`config.mk`:
```
export PLATFORM = sky130hd
export DESIGN_NAME = ilv_recur_filter
export DESIGN_NICKNAME = d
export VERILOG_FILES = /design/src/rtl/ilv_pkg.sv /design/src/rtl/ilv_delay_line.sv /design/src/rtl/ilv_mul_pipe.sv /design/src/rtl/ilv_add_pipe.sv /design/src/rtl/ilv_recur_filter.sv
export SDC_FILE = /design/constraint.sdc
export NUM_CORES = 1
export LEC_CHECK = 0
export BUFFER_PORTS_ARGS = -buffer_cell sky130_fd_sc_hd__buf_2
export CORE_ASPECT_RATIO = 1.5
export CORE_MARGIN = 5
export CORE_UTILIZATION = 25
export CTS_CLUSTER_SIZE = 28
export DETAILED_ROUTE_END_ITERATION = 6
export SLEW_MARGIN = 20
export SYNTH_ARGS = -nofsm -noshare
export SYNTH_HDL_FRONTEND = slang
export SYNTH_SLANG_ARGS = --single-unit
export TNS_END_PERCENT = 50
```
`constraint.sdc`:
```
create_clock -name clk -period 17.05 [get_ports clk]
set_input_delay 0 -clock clk [delete_from_list [all_inputs] [get_ports clk]]
set_output_delay 0 -clock clk [all_outputs]
set_load 0.02 [all_outputs]
```
`src/rtl/ilv_pkg.sv`:
```
package ilv_pkg;
  // Sample format: signed fixed point, one sign/integer bit
  parameter int DATA_W = 16;
  parameter int FRAC_W = 15;

  typedef logic signed [DATA_W-1:0] sample_t;

  // Full-precision product scaled back to the sample format by an
  // arithmetic right shift (floor), upper bits discarded.
  function automatic sample_t mul_floor(input sample_t a, input sample_t b);
    logic signed [2*DATA_W-1:0] wide;
    wide = {{DATA_W{a[DATA_W-1]}}, a} * {{DATA_W{b[DATA_W-1]}}, b};
    return sample_t'(wide >>> FRAC_W);
  endfunction
endpackage

```
`src/rtl/ilv_delay_line.sv`:
```
module ilv_delay_line #(
  parameter int W     = 16,
  parameter int DEPTH = 1
) (
  input  logic         clk,
  input  logic         rst,
  input  logic [W-1:0] d_i,
  output logic [W-1:0] d_o
);
  generate
    if (DEPTH == 0) begin : g_wire
      assign d_o = d_i;
    end else begin : g_regs
      logic [W-1:0] stg [DEPTH];
      always_ff @(posedge clk) begin
        if (rst) begin
          for (int i = 0; i < DEPTH; i++) stg[i] <= '0;
        end else begin
          stg[0] <= d_i;
          for (int i = 1; i < DEPTH; i++) stg[i] <= stg[i-1];
        end
      end
      assign d_o = stg[DEPTH-1];
    end
  endgenerate
endmodule

```
`src/rtl/ilv_mul_pipe.sv`:
```
module ilv_mul_pipe
  import ilv_pkg::*;
#(
  parameter int LAT = 3
) (
  input  logic    clk,
  input  logic    rst,
  input  sample_t z_i,
  input  sample_t c_i,
  output sample_t p_o
);
  sample_t p_first;

  // First stage registers the truncated product
  always_ff @(posedge clk) begin
    if (rst) p_first <= '0;
    else     p_first <= mul_floor(z_i, c_i);
  end

  // Remaining stages model the deeper multiplier pipeline
  ilv_delay_line #(.W(DATA_W), .DEPTH(LAT-1)) u_tail (
    .clk (clk),
    .rst (rst),
    .d_i (p_first),
    .d_o (p_o)
  );
endmodule

```
`src/rtl/ilv_add_pipe.sv`:
```
module ilv_add_pipe
  import ilv_pkg::*;
#(
  parameter int LAT = 1
) (
  input  logic    clk,
  input  logic    rst,
  input  sample_t x_i,
  input  sample_t fb_i,
  output sample_t sum_o
);
  sample_t s_first;

  // Modular sum: overflow wraps
  always_ff @(posedge clk) begin
    if (rst) s_first <= '0;
    else     s_first <= x_i + fb_i;
  end

  ilv_delay_line #(.W(DATA_W), .DEPTH(LAT-1)) u_tail (
    .clk (clk),
    .rst (rst),
    .d_i (s_first),
    .d_o (sum_o)
  );
endmodule

```
`src/rtl/ilv_recur_filter.sv`:
```
module ilv_recur_filter
  import ilv_pkg::*;
#(
  parameter int STREAMS = 8,
  parameter int ADD_LAT = 1,
  parameter int MUL_LAT = 3,
  parameter int IDX_W   = (STREAMS > 1) ? $clog2(STREAMS) : 1
) (
  input  logic                      clk,
  input  logic                      rst,
  input  logic signed [DATA_W-1:0]  coef_i,
  input  logic                      in_valid,
  input  logic        [IDX_W-1:0]   in_idx,
  input  logic signed [DATA_W-1:0]  in_data,
  output logic                      out_valid,
  output logic        [IDX_W-1:0]   out_idx,
  output logic signed [DATA_W-1:0]  out_data
);
  localparam int BAL_LAT = STREAMS - ADD_LAT - MUL_LAT;
  localparam int TAG_W   = IDX_W + 1;

  // Elaboration-time guards on the loop budget
  if (BAL_LAT < 0) begin : g_loop_too_short
    $error("loop of %0d streams cannot hold %0d adder and %0d multiplier stages",
           STREAMS, ADD_LAT, MUL_LAT);
  end
  if (ADD_LAT < 1 || MUL_LAT < 1) begin : g_stage_min
    $error("adder and multiplier need at least one register each");
  end

  sample_t x_eff;
  sample_t fb_prod;
  sample_t z_new;
  sample_t z_bal;

  // Empty slot behaves as a zero sample
  assign x_eff = in_valid ? sample_t'(in_data) : '0;

  ilv_add_pipe #(.LAT(ADD_LAT)) u_add (
    .clk   (clk),
    .rst   (rst),
    .x_i   (x_eff),
    .fb_i  (fb_prod),
    .sum_o (z_new)
  );

  // Padding so that adder + balance + multiplier spans one full frame
  ilv_delay_line #(.W(DATA_W), .DEPTH(BAL_LAT)) u_bal (
    .clk (clk),
    .rst (rst),
    .d_i (z_new),
    .d_o (z_bal)
  );

  ilv_mul_pipe #(.LAT(MUL_LAT)) u_mul (
    .clk (clk),
    .rst (rst),
    .z_i (z_bal),
    .c_i (sample_t'(coef_i)),
    .p_o (fb_prod)
  );

  // Side-band follows the adder latency
  logic [TAG_W-1:0] tag_in;
  logic [TAG_W-1:0] tag_out;
  assign tag_in = {in_valid, in_idx};

  ilv_delay_line #(.W(TAG_W), .DEPTH(ADD_LAT)) u_tag (
    .clk (clk),
    .rst (rst),
    .d_i (tag_in),
    .d_o (tag_out)
  );

  assign out_valid = tag_out[TAG_W-1];
  assign out_idx   = tag_out[IDX_W-1:0];
  assign out_data  = z_new;
endmodule

```
Word-level counts from Yosys, hierarchy flattened

Memory sizes are Yosys's and may differ from the RTL's.
Index checks and enable logic that the tools add are counted.

Register bits after elaboration: 32
RAM bits: 100
Input port bits: 38
Output and inout bits: 20
Word-level logic and storage cells: 26
Memories: 3

$add $sub $neg: 1
Multiply operators: 1
Mux-type cells: 12
Bitwise operators: 6
Reduce and logical (&&, ||, !) cells: 1

Memories:

| name                    | words | width | rd ports | clocked after Yosys merged registers in | wr ports | line                 | RTL |
|---|---|---|---|---|---|---|---|
| u_bal.g_regs.stg        | 4     | 16    | 4        | 0                                       | 4        | ilv_delay_line.sv:14 | `logic [W-1:0] stg [DEPTH];` |
| u_mul.u_tail.g_regs.stg | 2     | 16    | 2        | 0                                       | 2        | ilv_delay_line.sv:14 |  |
| u_tag.g_regs.stg        | 1     | 4     | 1        | 0                                       | 1        | ilv_delay_line.sv:14 |  |

Operators with widths:

| operator         | number |
|---|---|
| $mux W16         | 7 |
| $mul A16 B16 Y31 | 1 |
| $add A16 B16 Y16 | 1 |
| $or A1 B1 Y1     | 6 |
| $mux W1          | 4 |
| $mux W4          | 1 |
| $reduce_or A4 Y1 | 1 |

Depth between registers and ports, before layout

Gate-level depths: netlist of run 1.

Word-level depth: 3
Mapped depth: 23
Mapped depth without buffers: 22

Cells and area by module

A second synthesis of run 1 with hierarchy kept.

Cell total of the unflattened synthesis: 1,514
Area total of the unflattened synthesis: 14,526.4 sq um

Modules (own cells, without submodules):

| module                        | times used | cells each | area each (sq um) | seq. area each (sq um) |
|---|---|---|---|---|
| ilv_mul_pipe                  | 1          | 1,126      | 10,123.5          | 320.3 |
| ilv_delay_line (u_bal)        | 1          | 135        | 1,918.1           | 1,281.2 |
| ilv_add_pipe                  | 1          | 129        | 1,149.9           | 320.3 |
| ilv_delay_line (u_mul.u_tail) | 1          | 83         | 983.4             | 640.6 |
| ilv_recur_filter              | 1          | 17         | 126.4             | 0.0 |
| ilv_delay_line (u_add.u_tail) | 1          | 16         | 120.1             | 0.0 |
| ilv_delay_line (u_tag)        | 1          | 8          | 105.1             | 80.1 |

Least setup slack after synthesis of run 1

No wires, ideal clock.

Kind: register -> register
Start point: memory u_bal.g_regs.stg[6][15], in the netlist u_bal.g_regs.stg[3][15]
End point: register u_mul.p_first[11]
Setup time: 0.128 ns
Arrival: 5.829 ns
Path slack: 11.094 ns
Cell stages (with the launch flop): 23
Period minus slack after synthesis: 5.956 ns
Cell sequence: dfxtp_1 -> clkbuf_1 -> nand2_1 -> inv_1 -> fa_1 -> inv_1 -> fa_1 -> inv_1 -> fa_1 -> fa_1 -> fa_1 -> inv_1 -> fa_1 -> inv_1 -> ha_1 -> o21ai_1 -> nand2b_1 -> and3_1 -> a22o_1 -> a311oi_1 -> o21bai_1 -> xnor2_1 -> nor2_1

RTL lines:

| item                 | line                 | RTL |
|---|---|---|
| start, declared      | ilv_delay_line.sv:14 |  |
| end signal, assigned | ilv_mul_pipe.sv:17   | `else p_first <= mul_floor(z_i, c_i);` |
| end, declared        | ilv_mul_pipe.sv:12   | `sample_t p_first;` |

==> metrics.txt, run 1 <==
outcome=completed; starting density of the core=between 20% and 30%; number of DRC markers in iteration 0=roughly 250; Switching Fraction=approximately 28%; Layout Utilization=roughly 28%; drt pass-1 iters=4; H-tree levels=4; Multi-input gate area=~0.0095 mm2; Final Routed Wirelength=30700 um; grt met1 use=a little over an eighth; Syn Area/Cell=9.70 um2; clock power share=43.5%; crit share post-route=approximately two fifths; critical path cell sequence=nand2_1, inv_1, fa_1, inv_1, fa_1, inv_1, fa_1, fa_1, fa_1, inv_1, fa_1, inv_1, ha_1, o21ai_1, nand2b_1, and3_1, a22o_1, a311oi_1, o21ai_1, xnor2_1, nor2_1; critical path fanouts, max=17; Syn Nets=~1800; post-DP HPWL=24600 um; global-route wire length before repair=~53000 um; Hold Crit Endpoint=u_add.s_first[15]; setup ws final=10520 ps; max incr delay on CP=740 ps; final setup fails=0; Routed Antenna Nets=0; root buffer cell=clkbuf_16; RSZ-0062 raised after global routing=false; final hold vios=0; Rows=104; Max-cap violations=0; layout net count=around 1800; routability cong.=0.804; r2r startpoint=u_bal.g_regs.stg[3][15]; Reg2Reg Depth=21; FFs w/ async S/R, synth=0%; number of fillers in the final layout=approximately 5600; fin. max-slew vios=0; port buffer count=57; Total GRT Usage=between 10 and 15%; sequential cell area fraction in the yosys report=just under 20%; post-cts repair resize count=0; Core Area=0.0534 mm2; pre-CTS setup slack=10530 ps; number of synthesized flops with an enable pin=0; P_leak=7.31 nW; combinational share of power=between 15 and 20%; sequential power share=between 30% and 40%; Chip Height=~300 um; Slew headroom=a little under a third; Critical Path RT=approximately 17000 ps; Yosys cell types=between 40 and 50; Mapped Area=0.0134 mm2; largest net degree at the start of global routing=about 110; Final min period=about 6500 ps; wire per inst=~14 um; Hold Crit Class=primary input to register; Remaining DRCs=0; Critical Path Slowest Stage Cell=fa_1; Die Width=slightly below 200 um; Syn. warnings=0; #FFs+latches synth=~130; final setup TNS=0 ps; register area=between 0.002 and 0.003 mm2; worst slew pin tran=roughly 1000 ps; Critical Path AT=between 6000 and 7000 ps; Net Sw Power=0.000232 W; commonest non-fill, non-tap cell in the layout=inv_1; num ports=between 50 and 60; Cell Int Power=a little over 0.0006 W; Worst-path clk slew=roughly 60 ps; Synth Flop Type=dfxtp_1; FF-to-FF End=u_mul.p_first[12]; GR peak layer=met2; hold path cells=5; via count=approximately 8800; Die ar.=about 0.06 mm2; Peak supply drop=between 0.06 and 0.07 mV; layout cell share with drive strength beyond 1=about 6.9%; M2 GR Usage=between 20% and 30%; # clock sinks=132; Clock Latency Late Sink=410 ps; Max clock buf depth=2; Crit Path Category=register to register; most frequent CP cell=fa_1; number of global-route vias before repair=around 10000; P per Cell Area=approximately 56 mW/mm2; Max Freq=between 0.15 and 0.2 GHz; vias per inst=4.14; reg2reg setup slack=around 11000 ps; global route total overflow=0; hold_sp=in_data[15]; most frequent cells in the layout=inv_1, fa_1, nand2_1, and2_1, dfxtp_1; synth-to-layout area growth=12.4%; post-synthesis cell count=between 1000 and 1500; CTS tree=yes; CP startpoint kind=register; CTS buffer count=17; GR Util met3=1.61%; number of antenna violations at the first check in global routing=2; critical path capture point type=register; Final Skew=slightly below 9 ps
[cell type report]
class	count	area share, %
repair buffers	65	2.43
multi-input cells	910	63.0
diodes	2	0.0333
well taps	689	5.73
flip-flops and latches	132	17.6
clock buffers	18	2.92
inverters	290	7.24
clock inverters	14	1.10
[worst max-delay path by stage]
stage / depth (start not counted) / slack, ps / endpoint / startpoint
after floorplan: 22 / 11090 / u_mul.p_first[11] / u_bal.g_regs.stg[3][15]
final: 21 / 10520 / u_mul.p_first[12] / u_bal.g_regs.stg[3][15]
after global placement: 21 / 10620 / u_mul.p_first[11] / u_bal.g_regs.stg[3][15]
after global routing: 21 / 10130 / u_mul.p_first[12] / u_bal.g_regs.stg[3][15]
after detailed placement: 21 / 10530 / u_mul.p_first[12] / u_bal.g_regs.stg[3][15]
after CTS: 21 / 10500 / u_mul.p_first[12] / u_bal.g_regs.stg[3][15]
[registers in the layout, summed over array words and instances, names as in the netlist]
| signal | cells |
|---|---|
| u_mul.u_tail.g_regs.stg | 32 |
| u_bal.g_regs.stg | 64 |
| u_add.s_first | 16 |
| u_mul.p_first | 16 |
| u_tag.g_regs.stg | 4 |
[metrics by stage]
stage          cell area (um2)  cells  total power, W  hold slack [ps]
2_1_floorplan            13400   1380        0.000432              128
3_3_place_gp             14400   2079        0.000479              237
3_5_place_dp             14400   2079        0.000480              226
4_1_cts                  15000   2118        0.000851             21.0
5_1_grt                  15000   2118        0.000883             64.7
6_report                 15000   2120        0.000839             30.3
[power by group through the flow]
stage	clock (W)	combinational (W)	sequential [W]
6_report	0.000365	0.000140	0.000334
3_3_place_gp	0	0.000138	0.000341
2_1_floorplan	0	0.0000925	0.000340
5_1_grt	0.000388	0.000159	0.000336
3_5_place_dp	0	0.000139	0.000341
4_1_cts	0.000373	0.000143	0.000335
[what timing repair did]
item,CTS,global route
buffers inserted,0,0
endpoints found under the setup margin,0,0
endpoints found under the hold margin,26,0
hold buffers,7,0
[Yosys cell counts, types with 2 or more instances]
| cell type | number | area (um2) |
|---|---|---|
| inv_1 | 290 | 1090 |
| a21o_1 | 6 | 45.0 |
| a31oi_1 | 5 | 31.3 |
| nand2b_1 | 5 | 31.3 |
| o21ai_0 | 12 | 60.1 |
| o21a_1 | 3 | 22.5 |
| nor2_1 | 46 | 173 |
| a21oi_1 | 18 | 90.1 |
| xor2_1 | 10 | 87.6 |
| o311ai_1 | 2 | 17.5 |
| buf_1 | 2 | 7.51 |
| and3_1 | 5 | 31.3 |
| o31a_1 | 2 | 17.5 |
| nor2b_1 | 106 | 663 |
| nor3_1 | 14 | 70.1 |
| o31ai_1 | 2 | 15.0 |
| or2_2 | 3 | 18.8 |
| a21boi_0 | 2 | 15.0 |
| xnor2_1 | 24 | 210 |
| clkbuf_1 | 46 | 173 |
| o21ai_1 | 5 | 25.0 |
| dfxtp_1 | 132 | 2640 |
| a211oi_1 | 3 | 22.5 |
| and2_1 | 132 | 826 |
| a311oi_1 | 2 | 17.5 |
| fa_1 | 256 | 5120 |
| nand3_1 | 2 | 10.0 |
| nand2_1 | 136 | 510 |
| nand4_1 | 3 | 18.8 |
| ha_1 | 92 | 1150 |
[critical path: cells and delay by family (launching register included)]
kind | cells | cell delay [ps]
adder cells (fa/ha/maj) | 7 | 3630
AO/OA/AOI/OAI | 4 | 930
buffers and inverters | 5 | 600
AND/OR/NAND/NOR | 4 | 580
flip-flops | 1 | 500
XOR/XNOR | 1 | 190
[logic make-up after synthesis]
group | Yosys count | synth area share (%)
AOI/OAI and AO/OA | 70 | 3.67
xor gates and xnor gates | 34 | 2.23
adders and majority gates | 348 | 46.9
buffers and inverters | 338 | 9.48
DFF | 132 | 19.7
muxes | 1 | 0.0842
and+or+nand+nor | 457 | 17.9
[layer usage]
layer / part of all wire (%) / up-vias / routed length (um)
met5: 0 / - / 0
met4: 1.9 / 0 / 586
met3: 2.1 / 41 / 658
met2: 55 / 117 / 17000
met1: 41 / 4488 / 12500
li1: - / 4134 / -
No activity file was read; power rests on OpenSTA's default activity.
==> run 2, diff against run 1 <==
ABC_AREA = 1   (was not set)
clock period = 6.05 ns   (was 17.05 ns; I/O delays follow)
==> run 2 against run 1 <==
Utilization increased by 0.096 points. Die area is 9.7% higher. Clock power increased to 3.0 times the previous value. Clock-buffer cell count up 2. Critical path type unchanged. Wire length up 17%.
==> metrics.txt, run 2 <==
outcome=completed; routability cong.=0.928 (+15%); Critical Path RT=6400 ps (-10940 ps); layout net count=2353 (+31%); Hold Crit Class=primary input to register; r2r startpoint=u_bal.g_regs.stg[3][15]; Antenna Cells=0 (-2); Final Routed Wirelength=35800 um (+17%); final setup fails=0 (unchanged); CP startpoint kind=register; Peak supply drop=0.191 mV (+200%); # clock sinks=132 (unchanged); #FFs+latches synth=132 (unchanged); global route total overflow=0 (unchanged); Remaining DRCs=0 (unchanged); Setup crit end=u_mul.p_first[13]; Die Width=208 um (+4.7%); vias per inst=4.03 (-2.7%); post-route cell area=0.0166 mm2 (+10%); reg2reg setup slack=270 ps (-10250 ps); Clock Latency Late Sink=420 ps (about the same); Slew headroom=41.1% (+9.3 points); Core Area=0.0586 mm2 (+9.9%); Switching Fraction=28.5% (+0.83 points); Yosys cell types=33 (-25%); Total GRT Usage=11.6% (+0.41 points); Post CTS Setup Buffer Count=0 (unchanged); Net Sw Power=0.000710 W (+210%); Crit Path Category=register to register; sequential power share=37.8% (-2.0 points); Yosys top cell area share=34.8% (-3.5 points); number of DRC markers in iteration 0=415 (+63%); P per Cell Area=150 mW/mm2 (+170%); Post-synth top cells=inv_1, nand2_1, fa_1, nor2_1, dfxtp_1; Max Freq=0.173 GHz (+13%); biggest regs=u_bal.g_regs.stg x64, u_mul.u_tail.g_regs.stg x32; Area contributors post-synth=fa_1, dfxtp_1, inv_1, nand2_1, ha_1; post-synthesis cell count=1934 (+40%); global-route wire length before repair=60200 um (+15%); num ports=58 (unchanged); starting density of the core=25.1% (+0.049 points); crit share post-route=95.6% (+57 points); Syn Area/Cell=7.62 um2 (-21%); Syn Nets=2320 (+31%); fin. max-slew vios=0 (unchanged); max reg flops=64 (unchanged); FFs w/ async S/R, synth=0% (unchanged); Worst-path clk slew=60 ps (about the same); Worst Setup SP=u_bal.g_regs.stg[3][15]; port buffer count=57 (unchanged); layout cell share with drive strength beyond 1=6.42% (-0.51 points); Die ar.=0.0640 mm2 (+9.7%); drt pass-1 iters=5 (+1); Critical Path AT=6140 ps (-680 ps); P_leak=9.33 nW (+28%); wire per inst=13.0 um (-10%); number of synthesized flops with an enable pin=0 (unchanged); Final min period=5780 ps (-746 ps); Rows=109 (+4.8%); most frequent cells in the layout=inv_1, nand2_1, fa_1, nor2_1, dfxtp_1; dpl cell area=0.0159 mm2 (+11%); CTS tree=yes; Syn. warnings=0 (unchanged); number of fillers in the final layout=6485 (+16%); number of global-route vias before repair=12000 (+17%); Routed Antenna Nets=0 (unchanged); critical path fanouts, max=10 (-7); root buffer cell=clkbuf_16; sequential cell area fraction in the yosys report=17.9% (-1.8 points); commonest non-fill, non-tap cell in the layout=inv_1; Max clock buf depth=2 (unchanged); Critical Path Slowest Stage Cell=fa_1; final setup TNS=0 ps (unchanged); Reg2Reg Depth=20 (-4.8%); number of antenna violations at the first check in global routing=0 (-2); critical path cell sequence=buf_4, nand2_1, fa_1, inv_1, fa_1, inv_1, fa_1, inv_1, fa_1, fa_1, fa_1, ha_1, nand2_1, nor2_1, nand2_1, nor3_1, o21ai_1, nand3_1, nand2_1, nor2_1; largest net degree at the start of global routing=57 (-46%); most used standard cell by instance count after synthesis=inv_1; Synth area leader=fa_1; Cell Int Power=0.00178 W (+190%); most flop-heavy register=u_bal.g_regs.stg; post-DP HPWL=30300 um (+23%); worst slew pin tran=883 ps (-140 ps); Max-cap violations=0 (unchanged); Mapped Area=0.0147 mm2 (+10%); combinational share of power=18.3% (+1.6 points); Chip Height=307 um (+4.8%); H-tree levels=4 (unchanged); final hold vios=0 (unchanged); most frequent CP cell=fa_1; Final Skew=5.11 ps (-3.56 ps); clock power share=44.0% (+0.5 points); FF-to-FF End=u_mul.p_first[13]; RSZ-0062 raised after global routing=false; Synth Flop Type=dfxtp_1; critical path capture point type=register; max incr delay on CP=580 ps (-160 ps); CTS buffer count=17 (unchanged); synth-to-layout area growth=12.5%; via count=11100 (+27%)
run 2: changes by cell type after synthesis, moves of 8 or more:
cell / delta
a21oi_1: +41
and2_1: -131
clkbuf_1: +21
inv_1: +286
nand2_1: +293
nand3_1: +35
nor2_1: +153
nor2b_1: -106
o21ai_0: +8
xnor2_1: -20
run 2: power groups by stage:
| stage | Sequential (W) | Clock [W] | Combinational, W |
|---|---|---|---|
| after CTS | 0.000939 | 0.00112 | 0.000464 |
| after floorplan | 0.000961 | 0 | 0.000300 |
| after global placement | 0.000958 | 0 | 0.000458 |
| after global routing | 0.000943 | 0.00116 | 0.000518 |
| final | 0.000939 | 0.00109 | 0.000455 |
| after detailed placement | 0.000956 | 0 | 0.000454 |
run 2: logic make-up after synthesis:
group | count (synthesis) | synth area share (%)
compound gates | 103 | 3.91
xor+xnor | 9 | 0.535
buf+inv | 649 | 16.6
fa+ha+maj | 348 | 42.6
simple gates | 693 | 18.4
flops | 132 | 17.9
run 2: area by class of cell:
type	instances	area, um2	area share [%]
sequential	132	2640	15.9
multi-input combinational	1153	9660	58.3
timing repair buffer	86	518	3.12
clock inverter	11	178	1.07
tap	777	972	5.86
clock buffer	20	447	2.69
inverter	577	2170	13.1
run 2: repair_timing:
item | in CTS | in global routing
hold buffers | 5 | 0
resized for setup | 0 | 6
setup endpoints to repair | 0 | 6
endpoints found under the hold margin | 5 | 0
run 2: layer usage:
| metal | vias up | routed length [um] | part of all wire (%) | GRT usage (%) |
|---|---|---|---|---|
| li1 | 5503 | - | - | - |
| met1 | 5361 | 14100 | 39 | 12.8 |
| met2 | 175 | 19800 | 55 | 22.8 |
| met3 | 69 | 784 | 2.2 | 1.17 |
| met4 | 0 | 1160 | 3.2 | 4.11 |
| met5 | - | 0 | 0 | 0 |
run 2: worst max-delay path: cells and delay by family (launching register included):
kind / cells / cell delay [ps]
compound gates: 1 / 210
fa+ha+maj: 7 / 3490
simple gates: 8 / 1070
buf+inv: 4 / 490
flops: 1 / 460
run 2: metrics by stage:
stage / worst slack (ps) / power (W) / utilization, % / hold slack [ps] / instances
after floorplan: 495 / 0.00126 / - / 107 / 1934
after CTS: 115 / 0.00252 / 28.3 / 39.6 / 2756
final: 267 / 0.00249 / 28.3 / 48.1 / 2756
after detailed placement: 144 / 0.00141 / 27.1 / 210 / 2720
after global routing: 5.11 / 0.00262 / 28.3 / 65.1 / 2756
after global placement: 119 / 0.00142 / 27.1 / 199 / 2720
run 2: worst min-delay path by stage:
stage | cells past startpoint | slack [ps] | to | start
finish | 2 | 50 | u_mul.u_tail.g_regs.stg[0][2] | rst
floorplan | 2 | 110 | u_tag.g_regs.stg[0][0] | in_idx[0]
CTS | 2 | 40 | u_mul.u_tail.g_regs.stg[0][2] | rst
global placement | 3 | 200 | u_tag.g_regs.stg[0][2] | in_idx[2]
detailed placement | 3 | 210 | u_tag.g_regs.stg[0][2] | in_idx[2]
global route | 2 | 70 | u_bal.g_regs.stg[0][15] | rst
